### src/rtl/pkt_bitcount.sv
module pkt_bitcount #(
  parameter int CNT_W = 12
) (
  input  logic             clk,
  input  logic             rst_n,
  input  logic             bc_start_i,
  input  logic             bc_stop_i,
  input  logic             addr_evt_i,
  input  logic             end_i,
  input  logic             stop_i,
  input  logic             disable_i,
  input  logic             disabled_i,
  input  logic             bit_i,
  input  logic             auto_start_i,
  input  logic             cmp_wr_i,
  input  logic [CNT_W-1:0] cmp_data_i,
  output logic             match_o
);
  localparam logic [CNT_W-1:0] CNT_MAX = '1;

  logic             addr_seen, running, eq_q;
  logic [CNT_W-1:0] cnt, cmp;

  wire kill  = bc_stop_i | end_i | stop_i | disable_i | disabled_i;
  wire armed = addr_seen | addr_evt_i;
  wire go    = armed & (bc_start_i | (auto_start_i & addr_evt_i));
  wire eq    = running & (cnt == cmp);

  assign match_o = eq & ~eq_q;

  always_ff @(posedge clk or negedge rst_n) begin
    if (!rst_n) begin
      addr_seen <= 1'b0;
      running   <= 1'b0;
      cnt       <= '0;
      cmp       <= '0;
      eq_q      <= 1'b0;
    end else begin
      eq_q <= eq;
      if (cmp_wr_i) cmp <= cmp_data_i;
      if (kill)            addr_seen <= 1'b0;
      else if (addr_evt_i) addr_seen <= 1'b1;
      if (kill) begin
        running <= 1'b0;
        cnt     <= '0;
      end else begin
        if (go) running <= 1'b1;
        if (running && bit_i && cnt != CNT_MAX) cnt <= cnt + 1'b1;
      end
    end
  end
endmodule

### config.mk
export PLATFORM = sky130hd
export DESIGN_NAME = pkt_bitcount
export DESIGN_NICKNAME = d
export VERILOG_FILES = /design/src/rtl/pkt_bitcount.sv
export SDC_FILE = /design/constraint.sdc
export NUM_CORES = 1
export LEC_CHECK = 0
export ABC_CLOCK_PERIOD_IN_PS = 2400
export CORE_UTILIZATION = 35
export CTS_CLUSTER_DIAMETER = 200
export DETAILED_ROUTE_END_ITERATION = 12
export PLACE_DENSITY = 0.62
export SLEW_MARGIN = 20
export SYNTH_ARGS = -nofsm -noshare
export SYNTH_HDL_FRONTEND = slang
export SYNTH_SLANG_ARGS = --single-unit
### constraint.sdc
create_clock -name clk -period 2.4 [get_ports clk]
set_input_delay 0.48 -clock clk [delete_from_list [all_inputs] [get_ports clk]]
set_output_delay 0.48 -clock clk [all_outputs]
set_load 0.05 [all_outputs]
==> results by group <==
Run status
  – Status: finished, final reports clean

Clock tree
  – Clock Latency Late Sink: 260 ps
  – Total clock sinks: 27
  – Clk slew on worst S/H paths: 80 ps
  – CTS tree: yes
  – Hold Buf Count CTS: 0
  – CTS Buf Count: 3
  – Root buf cell: clkbuf_8
  – Max clock buf depth: 2
  – H-tree level count: 1

Route
  – Drt drc: 0
  – Final WL: 2.72 mm
  – Routed len/inst: 13.4 µm
  – Drt pass-1 iters: 4
  – DR vias: 1049
  – Drt first-iter violations: 25
  – Vias/cell: 5.19
  – Final ANT Viol Nets: 0

Logic synthesis
  – YS warnings: 0
  – Top FF cell, synth: dfrtp_1
  – Number of flops mapped to enable cells by yosys: 0
  – Count leader, synth: dfrtp_1
  – Synth Register Bits: 27
  – Largest cells by area after synthesis: dfrtp_1 (50%), mux2_2 (10%), xnor2_1 (5.2%)
  – Area leader, netlist: dfrtp_1
  – Synthesized instance count: 125
  – Synth Area per Inst: 10.8 µm²
  – FFs w/ async S/R, synth: 100%
  – Top cells by count, synth: dfrtp_1 (27), mux2_2 (12), nand2_1 (8), xnor2_1 (8)
  – Yosys cell types: 31
  – Sequential share of the synthesized area: 50.1%
  – Mapped Area: 1350 µm²
  – Syn Nets: 150
  – Top cell type's share of synthesized area: 50.1%

Setup path
  – Max incr delay on CP: 470 ps
  – Arrival time at the worst endpoint: 1830 ps
  – Worst-path maximum fanout: 7
  – Crit end category: primary output
  – Critical path, cell by cell: xor2_1 -> nor4_2 -> nand3_2 -> nor4_4 -> buf_12
  – Reg-to-Reg Start: cnt[0]
  – Worst path slowest cell: dfrtp_1
  – WP data required: 1920 ps
  – R2R depth: 6
  – FF-to-FF setup slack: 520 ps
  – Worst setup SP type: flip-flop
  – Reg-to-reg endpoint: cnt[9]
  – WS Path Type: reg -> out

Timing
  – Worst Clk Skew: 4.13 ps
  – Setup TNS: 0 ps
  – Rel. slew slack: 64.3%
  – Fin crit period: 2310 ps
  – Worst slew pin tran: 533 ps
  – Post-route clock period utilization: 96.1%
  – PnR worst setup slack: 94.7 ps
  – Max Clock Freq: 434 MHz
  – Endpoints failing hold: 0
  – Final Max Tran Viols: 0
  – Final setup viols: 0
  – Fin Hold WS: 497 ps

Floorplan
  – I/O Pins: 25
  – CORE AREA: 3690 µm²
  – Die area: 4110 µm²
  – Die Height: 64.1 µm
  – Rows: 22
  – Die Width: 64.1 µm
  – Initial Utilization: 36.6%

Run
  – Max Cap Violations: 0

Global routing
  – Initial antenna violation count: 0
  – Largest net degree at the start of global routing: 28
  – Vias in the first global route: 1029
  – GR Overflow Total: 0
  – Gr usage total: 14.7%
  – First-pass GRT wire length: 4.66 mm

Final layout
  – Area Overhead vs Synth: 29.6%
  – Fill count: 363
  – Share of cells above drive strength 1: 16.9%
  – Nets: 180
  – Non-Filler Instances: 202
  – Antenna cells: 0

Place
  – Port bufs: 24
  – DP HPWL: 2.12 mm
  – Placed cells: 198
  – GP Congestion: 0.846
  – Place WS: 3.24 ps

Min path
  – Hold Crit Start: addr_seen
  – Hold Path Depth: 2
  – Hold Path End: addr_seen
  – HP Class: reg -> reg

Pwr
  – Peak VDD IR: 0.000391 V
  – PD cells: 479 nW/µm²
  – Cell leakage power: 0.674 nW
==> state kept, by name, summed over array words and instances, names as in the netlist <==
name,flops
eq_q,1
cnt,12
cmp,12
addr_seen,1
running,1
==> what timing repair did <==
action,CTS,global route
gates resized for setup,2,1
buffers inserted,0,0
setup endpoints to repair,1,1
==> how the worst max path moves through the flow <==
stage,endpoint,from,cells past startpoint
floorplan,match_o,cnt[2],4
global placement,cnt[10],bc_stop_i,5
detailed placement,cnt[10],bc_stop_i,5
CTS,match_o,cnt[2],5
global route,match_o,cnt[2],5
finish,match_o,cnt[2],5
==> final cells by class <==
cell class	instances	area (µm²)	area share, %
sequential	27	676	38.7
multi-input combinational	92	672	38.4
timing repair buffer	29	288	16.5
tap	48	60.1	3.44
clock buffer	4	45.0	2.58
inverter	2	7.51	0.429
==> stage by stage <==
stage	power, W	utilization, %	area, µm²
after floorplan	0.000541	-	1360
after detailed placement	0.000601	45.6	1680
final	0.000837	47.4	1750
after global placement	0.000597	45.6	1680
after CTS	0.000859	47.3	1740
after global routing	0.000886	47.4	1750
==> logic make-up after synthesis <==
logic type               Yosys count  share of synthesized area (%)
AND/OR/NAND/NOR                   45                           18.1
flip-flops                        27                           50.1
AO/OA/AOI/OAI                     21                           9.83
XOR/XNOR                          13                           8.44
multiplexers                      12                           10.0
buffers and inverters              6                           2.60
adder cells (fa/ha/maj)            1                          0.927
==> power by group <==
group	leakage (nW)	internal (W)	switching [W]
Sequential	0.350	0.000475	0.0000149
Combinational	0.301	0.0000667	0.0000353
Clock	0.0228	0.000119	0.000127
Total	0.674	0.000660	0.000177
==> cell usage in the layout (no fill, tap or decap), drive strengths merged, types with 2 or more instances in the layout <==
| cell | Yosys | final |
|---|---|---|
| nand2 | 8 | 8 |
| or4 | 5 | 5 |
| o21ai | 5 | 5 |
| nor2 | 7 | 7 |
| clkbuf | 0 | 4 |
| buf | 4 | 6 |
| mux2 | 12 | 12 |
| clkdlybuf4s50 | 0 | 23 |
| o31ai | 2 | 2 |
| nor4 | 4 | 4 |
| dfrtp | 27 | 27 |
| nand3 | 7 | 7 |
| a21oi | 7 | 7 |
| and2 | 2 | 2 |
| inv | 2 | 2 |
| o211ai | 3 | 3 |
| xnor2 | 8 | 8 |
| nand4 | 3 | 3 |
| or3 | 5 | 5 |
| xor2 | 5 | 5 |
==> routing by layer <==
layer  GRT usage (%)  wire length, µm  part of all wire (%)
met1            18.2             1220                    45
met2            25.5             1350                    50
met3            3.93              141                   5.2
met4            2.56               11                  0.41
met5               0                0                     0
==> worst max-delay path: cells and delay by family, from the launching register on <==
| family | cells | cell delay, ps |
|---|---|---|
| and+or+nand+nor | 3 | 730 |
| DFF | 1 | 470 |
| buffers and inverters | 1 | 180 |
| xor gates and xnor gates | 1 | 200 |
No activity file was read; power rests on OpenSTA's default activity.
